[src/rtl/vgs_pkg.sv]
package vgs_pkg;

  // Active line count for a mode code; unused codes fold onto the full mode.
  function automatic logic [31:0] vgs_active_lines(input logic [2:0] code);
    logic [31:0] n;
    case (code)
      3'd1:    n = 32'd600;
      3'd2:    n = 32'd572;
      3'd3:    n = 32'd480;
      3'd4:    n = 32'd400;
      3'd5:    n = 32'd480;
      default: n = 32'd624;
    endcase
    return n;
  endfunction

  // Full-area modes carry no border blanking.
  function automatic logic vgs_is_full(input logic [2:0] code);
    return (code == 3'd0) || (code == 3'd6) || (code == 3'd7);
  endfunction

endpackage

[src/rtl/vgs_line_track.sv]
module vgs_line_track
  import vgs_pkg::*;
#(
  parameter int LINE_W      = 10,
  parameter int BLANK_LINES = 2
) (
  input  logic       clk,
  input  logic       rst_n,
  input  logic       line_start,
  input  logic       frame_start,
  input  logic [2:0] mode,
  input  logic       scan_down,
  output logic       in_scan,
  output logic       blank,
  output logic       vstart,
  output logic       video_pol
);

  localparam logic [31:0] BL_U       = 32'(BLANK_LINES);
  localparam logic [31:0] START_DOWN = 32'(BLANK_LINES + 1);
  localparam logic [31:0] START_UP   = 32'(BLANK_LINES + 2);

  logic [LINE_W-1:0] idx_q, idx_d;
  logic              idx_en;
  logic              pol_q, pol_d;
  logic              blank_q, blank_d;
  logic              vst_q, vst_d;
  logic [31:0]       idx_now, idx_nxt, last_scan;

  // next-state logic
  always_comb begin
    idx_now   = 32'(idx_q);
    last_scan = START_DOWN + vgs_active_lines(mode);
    in_scan   = (idx_now >= START_DOWN) && (idx_now <= last_scan);

    idx_en = frame_start || (line_start && (idx_q != '1));
    if (frame_start) begin
      idx_d = '0;
    end else begin
      idx_d = idx_q + 1'b1;
    end
    idx_nxt = idx_en ? 32'(idx_d) : idx_now;

    pol_d   = ~pol_q;
    blank_d = !vgs_is_full(mode) && (idx_nxt < BL_U);
    vst_d   = (idx_nxt == (scan_down ? START_DOWN : START_UP));
  end

  // registers
  always_ff @(posedge clk or negedge rst_n) begin
    if (!rst_n) begin
      idx_q   <= '1;
      pol_q   <= 1'b0;
      blank_q <= 1'b0;
      vst_q   <= 1'b0;
    end else begin
      if (idx_en) begin
        idx_q <= idx_d;
      end
      if (line_start) begin
        pol_q <= pol_d;
      end
      blank_q <= blank_d;
      vst_q   <= vst_d;
    end
  end

  assign blank     = blank_q;
  assign vstart    = vst_q;
  assign video_pol = pol_q;

endmodule

[src/rtl/vgs_edge_seq.sv]
module vgs_edge_seq #(
  parameter int EN_FALL_DLY = 100,
  parameter int PCG_DLY     = 100,
  parameter int PCG_WIDTH   = 120,
  parameter int VCK_DLY     = 100,
  parameter int EN_RISE_DLY = 50
) (
  input  logic clk,
  input  logic rst_n,
  input  logic video_end,
  input  logic in_scan,
  output logic gate_en,
  output logic precharge,
  output logic vclk
);

  localparam int OFS_FALL    = EN_FALL_DLY;
  localparam int OFS_PCG_ON  = OFS_FALL + PCG_DLY;
  localparam int OFS_PCG_OFF = OFS_PCG_ON + PCG_WIDTH;
  localparam int OFS_VCK     = OFS_PCG_ON + VCK_DLY;
  localparam int OFS_RISE    = OFS_VCK + EN_RISE_DLY;
  localparam int OFS_END     = (OFS_RISE > OFS_PCG_OFF) ? OFS_RISE : OFS_PCG_OFF;
  localparam int TMR_W       = $clog2(OFS_END + 1);

  localparam logic [TMR_W-1:0] T_FALL = TMR_W'(OFS_FALL);
  localparam logic [TMR_W-1:0] T_ON   = TMR_W'(OFS_PCG_ON);
  localparam logic [TMR_W-1:0] T_OFF  = TMR_W'(OFS_PCG_OFF);
  localparam logic [TMR_W-1:0] T_VCK  = TMR_W'(OFS_VCK);
  localparam logic [TMR_W-1:0] T_RISE = TMR_W'(OFS_RISE);
  localparam logic [TMR_W-1:0] T_END  = TMR_W'(OFS_END);

  logic [TMR_W-1:0] tmr_q, tmr_d;
  logic             busy_q, busy_d;
  logic             gate_q, gate_d;
  logic             pcg_q, pcg_d;
  logic             vck_q, vck_d;
  logic             accept, active, tmr_en;

  // next-state logic
  always_comb begin
    accept = video_end && in_scan && !busy_q;
    active = accept || busy_q;
    tmr_en = active;
    busy_d = busy_q;
    if (accept) begin
      tmr_d  = '0;
      busy_d = 1'b1;
    end else begin
      tmr_d = tmr_q + 1'b1;
      if (busy_q && (tmr_d == T_END)) begin
        busy_d = 1'b0;
      end
    end
    gate_d = !(active && (tmr_d >= T_FALL) && (tmr_d < T_RISE));
    pcg_d  = active && (tmr_d >= T_ON) && (tmr_d < T_OFF);
    vck_d  = vck_q ^ (active && (tmr_d == T_VCK));
  end

  // registers
  always_ff @(posedge clk or negedge rst_n) begin
    if (!rst_n) begin
      tmr_q  <= '0;
      busy_q <= 1'b0;
      gate_q <= 1'b1;
      pcg_q  <= 1'b0;
      vck_q  <= 1'b0;
    end else begin
      if (tmr_en) begin
        tmr_q <= tmr_d;
      end
      busy_q <= busy_d;
      gate_q <= gate_d;
      pcg_q  <= pcg_d;
      vck_q  <= vck_d;
    end
  end

  assign gate_en   = gate_q;
  assign precharge = pcg_q;
  assign vclk      = vck_q;

endmodule

[src/rtl/vgs_gate_seq.sv]
module vgs_gate_seq #(
  parameter int LINE_W      = 10,
  parameter int BLANK_LINES = 2,
  parameter int EN_FALL_DLY = 100,
  parameter int PCG_DLY     = 100,
  parameter int PCG_WIDTH   = 120,
  parameter int VCK_DLY     = 100,
  parameter int EN_RISE_DLY = 50
) (
  input  logic       clk,
  input  logic       rst_n,
  input  logic       line_start,
  input  logic       frame_start,
  input  logic       video_end,
  input  logic [2:0] mode,
  input  logic       scan_down,
  output logic       vclk,
  output logic       vstart,
  output logic       gate_en,
  output logic       pcg_out,
  output logic       video_pol
);

  logic in_scan;
  logic blank_pulse;
  logic pcg_pulse;

  vgs_line_track #(
    .LINE_W      (LINE_W),
    .BLANK_LINES (BLANK_LINES)
  ) u_line (
    .clk         (clk),
    .rst_n       (rst_n),
    .line_start  (line_start),
    .frame_start (frame_start),
    .mode        (mode),
    .scan_down   (scan_down),
    .in_scan     (in_scan),
    .blank       (blank_pulse),
    .vstart      (vstart),
    .video_pol   (video_pol)
  );

  vgs_edge_seq #(
    .EN_FALL_DLY (EN_FALL_DLY),
    .PCG_DLY     (PCG_DLY),
    .PCG_WIDTH   (PCG_WIDTH),
    .VCK_DLY     (VCK_DLY),
    .EN_RISE_DLY (EN_RISE_DLY)
  ) u_seq (
    .clk       (clk),
    .rst_n     (rst_n),
    .video_end (video_end),
    .in_scan   (in_scan),
    .gate_en   (gate_en),
    .precharge (pcg_pulse),
    .vclk      (vclk)
  );

  assign pcg_out = pcg_pulse | blank_pulse;

endmodule

[config.mk]
export PLATFORM = sky130hd
export DESIGN_NAME = vgs_gate_seq
export DESIGN_NICKNAME = d
export VERILOG_FILES = /design/src/rtl/vgs_pkg.sv /design/src/rtl/vgs_line_track.sv /design/src/rtl/vgs_edge_seq.sv /design/src/rtl/vgs_gate_seq.sv
export SDC_FILE = /design/constraint.sdc
export NUM_CORES = 1
export LEC_CHECK = 0
export BUFFER_PORTS_ARGS = -buffer_cell sky130_fd_sc_hd__buf_4
export CORE_ASPECT_RATIO = 0.75
export CORE_MARGIN = 4
export CORE_UTILIZATION = 55
export CTS_CLUSTER_DIAMETER = 100
export DETAILED_ROUTE_END_ITERATION = 7
export GPL_TIMING_DRIVEN = 0
export MAX_ROUTING_LAYER = met4
export PLACE_DENSITY = 0.74
export SYNTH_ARGS = -nofsm -noshare
export SYNTH_HDL_FRONTEND = slang
export SYNTH_HIERARCHICAL = 1
export SYNTH_SLANG_ARGS = --single-unit
[constraint.sdc]
create_clock -name clk -period 3.3 [get_ports clk]
set_clock_uncertainty 0.05 [all_clocks]
set_input_delay 0.495 -clock clk [delete_from_list [all_inputs] [get_ports clk]]
set_output_delay 0.495 -clock clk [all_outputs]
set_load 0.05 [all_outputs]
==> run summary, run 1 <==
For this run, the number of Yosys warnings is 6. The tools report the number of hold-slack violations in the final timing report as 0. The async set or reset register ratio after synthesis is 100%.

The tool flagged a number of max-cap violations equal to 0. The aggregate global-route resource usage is 21.5%, and the power density over cell area is 504 nW/µm². The mux share of post-synthesis cell area is 2.69%. Summing the areas of all xor and xnor instances in the mapped netlist gives 5.57% of the synthesized area. Clock period minus worst slack: 2.77 ns. The final layout contains 265 nets. After synthesis, the largest family of logic cells by area is simple AND/OR/NAND/NOR gates. After routing the design area is 2240 µm².

Setup repair after global routing left no endpoint under its margin. After clock tree synthesis, the clock-pin slew on the worst setup and hold paths is 0.08 ns. Count of pins over their slew limit: 0.

Timing would allow up to 361 MHz. In the layout the commonest cells are sky130_fd_sc_hd__nand2_1, sky130_fd_sc_hd__nor2_1, sky130_fd_sc_hd__buf_4, sky130_fd_sc_hd__o21ai_0, sky130_fd_sc_hd__dfrtp_1. For the count of fill cells added during filler insertion, the log shows 301. Relative to the synthesized area, the layout overhead comes to 9.66%. The worst slew slack as a fraction of its limit was 45.9%. The count of mapped cells out of synthesis was 228. The worst setup path is captured at a flop.

The analysis attributes to cell leakage a power of 0.993 nW. The die is 60.8 µm tall. The worst setup path is of the primary input to flop kind.

The number of nets with antenna violations after detailed routing is 0, and the number of instances resized during post-cts repair is 0. The width of the chip came out at 78.4 µm. The die outline area is 4770 µm². The share of layout cells above drive strength 1 is 21.3%. The run gives 4 as the length of the first detailed-routing pass in iterations. For the initial antenna violation count, the log shows 0. The placed instances occupy a cell area of 2200 µm². The tools report the placeable core region as 3420 µm². Adding up every negative setup slack in the final design gives 0 ns. The tools report the total nets after synthesis as 248. For this run, the register share of the synthesized area comes to 32.5%. Data on the critical path is required at its endpoint by 3.44 ns.

Buffers inserted during clock tree synthesis total 3. The first global-routing pass estimated 7.87 mm of wire. For the utilization after layout, the log shows 65.5%. Averaged over all synthesized cells, the footprint is 8.97 µm². Global routing finished with a remaining overflow of 0. For the number of global-route vias before repair, the log shows 1602. Most area-hungry cell type in the Yosys netlist: sky130_fd_sc_hd__dfrtp_1. After Yosys synthesis, full adders, half adders and majority gates account for 6.73% of the synthesized area. In this run the worst path has a maximum fanout of 10. The tools report the count of unresolved DRC violations after routing as 0.

The arrival time at the worst endpoint was 2.91 ns. The commonest register cell after synthesis is sky130_fd_sc_hd__dfrtp_1. The netlist uses 62 different library cells. Summed over its instances, the top area cell type makes up 18.3% of the synthesized netlist area.

TritonCTS built the clock tree. Buffers placed on the I/O ports in this run total 12. The cell area that synthesis handed to floorplanning was 2050 µm². The classification of the worst-slack hold path is primary input to async pin. Clock tree synthesis found a total of 26 sinks.

Summed over all nets, the half-perimeter wirelength after detailed placement is 3.25 mm. Dividing the final minimum period by the clock period gives 84.0%. Leading cell type in the layout, fill and taps excluded: sky130_fd_sc_hd__nand2_1.

By area the synthesized netlist is led by sky130_fd_sc_hd__dfrtp_1, sky130_fd_sc_hd__dfstp_2, sky130_fd_sc_hd__ha_1. The run gives 1270 µm² as the area of combinational cells with multiple inputs. CTS placed an instance of sky130_fd_sc_hd__clkbuf_8 at the clock tree root. The floorplan has 18 rows. The total number of vias was 1700.

The first routing iteration left 203 violations. The logs give 0.941 for the final estimated routing congestion in global placement and 388 µV for the worst IR drop on VDD. Clock latency on the worst-skew pair, taken at its later pin, is 0.26 ns. Hold repair after CTS inserted 0 buffers. In this run, synthesis produced a sequential element count of 26. Setup violations remaining at the end of the flow were counted as 0.

The total number of H-tree levels is 1, and the per-cell routed wire length is 14.3 µm. The post-layout total power was 1.13 mW; the total routed wirelength was 4.22 mm. The actual transition at the worst max-transition pin is 0.812 ns. The detailed-route vias per instance was 5.78; the post-CTS setup buffer count was 0. Entering global routing, the biggest net connects 27 pins. No sink is reached through more buffers than the 2 on the longest clock path.

The register area was 664 µm²; the number of synthesized flops with an enable pin was 0. The area share of and/or/nand/nor cells after synthesis came out at 29.3%. The starting density of the core was 59.8%. Summing the areas of all compound-gate instances in the mapped netlist gives 17.9% of the synthesized area. The run gives 14 as the number of ports placed on the die boundary.

The number of antenna repair diodes is 0. Critical path startpoint category: a primary input. The flow ran to the end, and the final reports show no timing, DRC or antenna violations.
path summary, 6_finish.rpt:
kind                                           endpoint  slack, ns                          from  cells after the start
max                          u_seq/tmr_q[2]$_DFFE_PN0P_       0.53                       mode[1]                     12
min                          u_seq/tmr_q[6]$_DFFE_PN0P_       0.07                         rst_n                      1
max reg2reg                     u_line/vstart$_DFF_PN0_       0.63   u_line/idx_q[0]$_DFFE_PN1N_                      8
min reg2reg                u_line/video_pol$_DFFE_PN0P_       0.42  u_line/video_pol$_DFFE_PN0P_                      1
max in group asynchronous   u_line/idx_q[9]$_DFFE_PN1N_       2.84                         rst_n                      1
min in group clk            u_line/idx_q[8]$_DFFE_PN1N_       0.33                   frame_start                      2
registers in the layout, summed over array words and instances, names as in the netlist:
name,count
u_seq/tmr_q,9
u_line/blank,1
u_seq/precharge,1
u_seq/vclk,1
u_line/idx_q,10
u_seq/gate_en,1
u_line/vstart,1
u_line/video_pol,1
u_seq/busy_q,1
synth_stat cells, types with 6 or more instances:
cell                      number
sky130_fd_sc_hd__nand4_1       7
sky130_fd_sc_hd__xnor2_1       6
sky130_fd_sc_hd__a21oi_1      13
sky130_fd_sc_hd__ha_1         11
sky130_fd_sc_hd__o21ai_0      16
sky130_fd_sc_hd__nor2_1       18
sky130_fd_sc_hd__dfrtp_1      15
sky130_fd_sc_hd__dfstp_2      11
sky130_fd_sc_hd__nand2_1      20
sky130_fd_sc_hd__nand3_1       8
sky130_fd_sc_hd__xor2_1        7
logic make-up (layout without fill, tap and decap cells):
kind of cell | Yosys count | in the layout
and+or+nand+nor | 99 | 99
buffers and inverters | 17 | 33
adders and majority gates | 11 | 11
AOI/OAI and AO/OA | 57 | 57
xor gates and xnor gates | 13 | 13
DFF | 26 | 26
muxes | 5 | 5
worst max-delay path: stages:
cell and delay, ns:
sky130_fd_sc_hd__buf_4 0.12, sky130_fd_sc_hd__nor2b_1 0.15, sky130_fd_sc_hd__a21oi_1 0.36, sky130_fd_sc_hd__ha_1 0.33, sky130_fd_sc_hd__nand3_1 0.10, sky130_fd_sc_hd__nor2_1 0.05, sky130_fd_sc_hd__a31oi_1 0.14, sky130_fd_sc_hd__o21ai_0 0.10
sky130_fd_sc_hd__o31a_1 0.13, sky130_fd_sc_hd__a21oi_1 0.64, sky130_fd_sc_hd__o21ai_0 0.18, sky130_fd_sc_hd__o21ai_0 0.10
layer usage:
| metal | global-route usage (%) | share of wire, % | vias up |
|---|---|---|---|
| li1 | - | - | 865 |
| met1 | 34.8 | 59 | 780 |
| met2 | 26.7 | 35 | 51 |
| met3 | 4.75 | 5.4 | 4 |
| met4 | 3.49 | 0.47 | 0 |
| met5 | - | 0 | - |
through the flow:
step                cells  worst slack (ns)  hold slack, ns
global placement      290             0.244           0.365
CTS                   294             0.542          0.0707
detailed placement    290             0.276           0.367
global route          294             0.216          0.0818
finish                294             0.528          0.0723
floorplan             228             0.852           0.149
area by class of cell:
type | count | share of cell area (%)
plain buffers | 13 | 4.24
repair buffers | 12 | 4.02
clock buffers | 4 | 2.01
multi-input cells | 185 | 56.7
well taps | 50 | 2.79
inverters | 4 | 0.669
flip-flops and latches | 26 | 29.6
report_power, final:
group / leakage, nW / switching (mW) / internal, mW
Sequential: 0.310 / 0.0615 / 0.383
Clock: 0.0228 / 0.0883 / 0.0861
Combinational: 0.660 / 0.322 / 0.189
Total: 0.993 / 0.472 / 0.658
Power figures use the tool's default switching activity.
==> run 2, diff against run 1 <==
==> constraint.sdc (replaced) <==
create_clock -name clk -period 2.6 [get_ports clk]
set_clock_uncertainty 0.05 [all_clocks]
set_input_delay 0.39 -clock clk [delete_from_list [all_inputs] [get_ports clk]]
set_output_delay 0.39 -clock clk [all_outputs]
set_load 0.05 [all_outputs]
==> run 2 against run 1 <==
Net effect:
- register-to-register slack worse by 0.52 ns
- clock-buffer cell count unchanged
- worst setup slack worse by 0.42 ns
- global-route usage up 0.44 points
- critical path type is now flop to flop
==> run summary, run 2 (synthesis results as in run 1) <==
Setup violations remaining at the end of the flow were counted as 0. The clock root buffer was sky130_fd_sc_hd__clkbuf_8. For the worst setup path, the data required time is 2.73 ns. The width of the chip was 78.4 µm; the number of hold-slack violations in the final timing report was 0. Power spread over the standard cell area amounts to 631 nW/µm². The register with the most flip-flops in the layout has 10 of them. For this run, the slowest stage of the critical path takes 0.59 ns. STA classifies the critical path endpoint as a flop. The initial antenna violation count came out at 0. The first detailed-routing pass ran for 5 iterations. The total number of H-tree levels is 1, and the total net switching power is 0.617 mW. For the count of pins over their slew limit, the log shows 0. The number of nets with antenna violations after detailed routing was 0. Per-cell routed wire length: 14.7 µm. TritonCTS built the clock tree. The count of cells in the finished layout, fillers not included, comes to 299. The area of all placed cells without fillers was 2330 µm². Critical path startpoint category: a flop. The utilization after layout was 67.9%; the minimum setup slack among reg-to-reg paths was 0.11 ns.

Based on the critical path, the design can be clocked at up to 401 MHz. Global routing used 22.0% of the available tracks across all layers. After floorplanning, the core was sized to cover 3420 µm². The worst hold path belongs to the class primary input to flop.

In this run the tightest slew margin relative to its limit is 64.9%. The die outline area was 4770 µm²; the starting density of the core was 59.8%. The number of ports placed on the die boundary was 14; the placed cell count was 290. In the finished design, the share of the clock period the worst path needs comes to 95.8%.

Clock-pin slew was measured on the worst setup and hold paths at 0.08 ns. The run gives 1753 as the total number of vias. Entering global routing, the biggest net connects 27 pins. Row generation in the floorplan step produced 18 rows. The clock network is responsible for 15.0% of the overall power. The tools report the arrival time at the worst endpoint as 2.62 ns.

Summed over all layers, the global routing overflow is 0. The smallest clock period supported by the final layout is computed as 2.49 ns. Total power for the finished layout comes to 1.47 mW.

The internal power of the cells totals 0.850 mW. The tool flagged a number of max-cap violations equal to 0. The tools report the proportion of power drawn by flip-flops and latches as 39.0%.

Once detailed placement completed, the half-perimeter wirelength came to 3.25 mm. At the end of routability-driven placement, the weighted congestion stood at 0.941. In this run the tool buffered the top-level ports with 12 buffer cells.

The largest registers in the layout are u_line/idx_q x10, u_seq/tmr_q x9. In the routed layout, each cell is associated on average with a via count of 5.86. Cells with a size suffix above 1 make up 24.9% of the layout. The switching part of the total power is 42.0%.

Counting the buffers created by CTS gives 3. The tools report the detailed router's first-iteration violation count as 224. For this design the static power due to leakage is 1.02 nW. The post-synthesis to final-layout area growth was 13.7%; the number of global-route vias before repair was 1632. Category of the critical setup timing path: flop to flop.

Traced cell by cell, the critical path runs through ha_4, and4_4, buf_6, nand4_4, nand2_4, mux2_4, or4_4, a211oi_2. 0 antenna diodes ended up in the layout. For the pin with the worst max-slew slack, the measured transition is 0.527 ns. The run finished with clean final reports. Summing all placed instances gives a cell area of 2200 µm². The largest individual stage delay along the critical path comes from the cell sky130_fd_sc_hd__dfstp_2. For this block, the routed nets add up to 4.40 mm of wire. The die height was 60.8 µm. Setup repair after global routing left no endpoint under its margin. The clock latency at the later pin of the worst-skew pair was 0.26 ns; the count of unresolved DRC violations after routing was 0. For the worst flop-to-flop path, the logic depth is 8. In this run the worst path has a maximum fanout of 8. Across the VDD grid, the largest voltage drop is 480 µV.

The first global-routing pass estimated 8.02 mm of wire. The proportion of power drawn by combinational gates is 45.9%. The largest register by flop count was u_line/idx_q.

CTS saw 26 sinks. The tools report the buffer levels on the longest clock path as 2. The library cells used most frequently in the layout, excluding fill and tap cells, are sky130_fd_sc_hd__buf_4, sky130_fd_sc_hd__nand2_1, sky130_fd_sc_hd__nor2_1, sky130_fd_sc_hd__o21ai_0, sky130_fd_sc_hd__dfrtp_1. The tools report the worst slack on hold paths as 0.224 ns. The final layout contains 270 nets.

Along the worst hold path, the cell count comes to 2.
## run 2: changes by cell type in the layout (fill, tap and decap cells not counted)
cell,delta
sky130_fd_sc_hd__ha_4,+2
sky130_fd_sc_hd__o21ai_0,-1
sky130_fd_sc_hd__dlygate4sd3_1,+1
sky130_fd_sc_hd__a21oi_1,-3
sky130_fd_sc_hd__a21oi_2,+3
sky130_fd_sc_hd__o2111ai_1,-1
sky130_fd_sc_hd__o21ai_1,+1
sky130_fd_sc_hd__buf_4,+4
sky130_fd_sc_hd__o2111ai_2,+1
sky130_fd_sc_hd__ha_1,-2
## run 2: path summary, 6_finish.rpt
path | start | to
max | u_line/idx_q[1]$_DFFE_PN1N_ | u_line/vstart$_DFF_PN0_
min | frame_start | u_line/idx_q[8]$_DFFE_PN1N_
max reg2reg | u_line/idx_q[1]$_DFFE_PN1N_ | u_line/vstart$_DFF_PN0_
min reg2reg | u_line/video_pol$_DFFE_PN0P_ | u_line/video_pol$_DFFE_PN0P_
max in group asynchronous | rst_n | u_line/idx_q[3]$_DFFE_PN1N_
min in group asynchronous | rst_n | u_seq/precharge$_DFF_PN0_
## run 2: cell type report
cell class	instances	area, µm²
Multi-Input combinational cell	185	1310
Fill cell	287	1100
Sequential cell	26	664
Timing Repair Buffer	17	130
Buffer	13	95.1
Tap cell	50	62.6
Clock buffer	4	45.0
Inverter	4	15.0
## run 2: through the flow
step,setup WS (ns),setup TNS [ns]
after floorplan,0.167,0
after global placement,-0.351,-3.00
after detailed placement,-0.319,-2.72
after CTS,0.0217,0
after global routing,0.00471,0
final,0.109,0
## run 2: power groups by stage
stage | Combinational [mW] | Sequential (mW) | Clock, mW
floorplan | 0.437 | 0.603 | 0
detailed placement | 0.640 | 0.570 | 0
global route | 0.754 | 0.586 | 0.253
finish | 0.674 | 0.573 | 0.220
CTS | 0.645 | 0.567 | 0.235
global placement | 0.637 | 0.567 | 0
## run 2: worst max-delay path: cells and delay by family (launching register included)
| kind | cells | cell delay, ns |
|---|---|---|
| and+or+nand+nor | 4 | 0.96 |
| AOI/OAI and AO/OA | 1 | 0.19 |
| buffers and inverters | 1 | 0.12 |
| DFF | 1 | 0.59 |
| muxes | 1 | 0.30 |
| adders and majority gates | 1 | 0.19 |
## run 2: timing repair
action,in CTS,in global routing
pin swaps,0,3
hold buffers,1,0
endpoints found under the hold margin,15,0
resized for setup,2,6
buffers inserted,0,4
setup endpoints to repair,3,12
## run 2: metal layers
metal | routed length, µm | vias to the layer above | track usage (%)
li1 | - | 880 | -
met1 | 2480 | 812 | 35.1
met2 | 1620 | 59 | 27.9
met3 | 281 | 2 | 4.75
met4 | 18 | 0 | 3.49
met5 | 0 | - | -
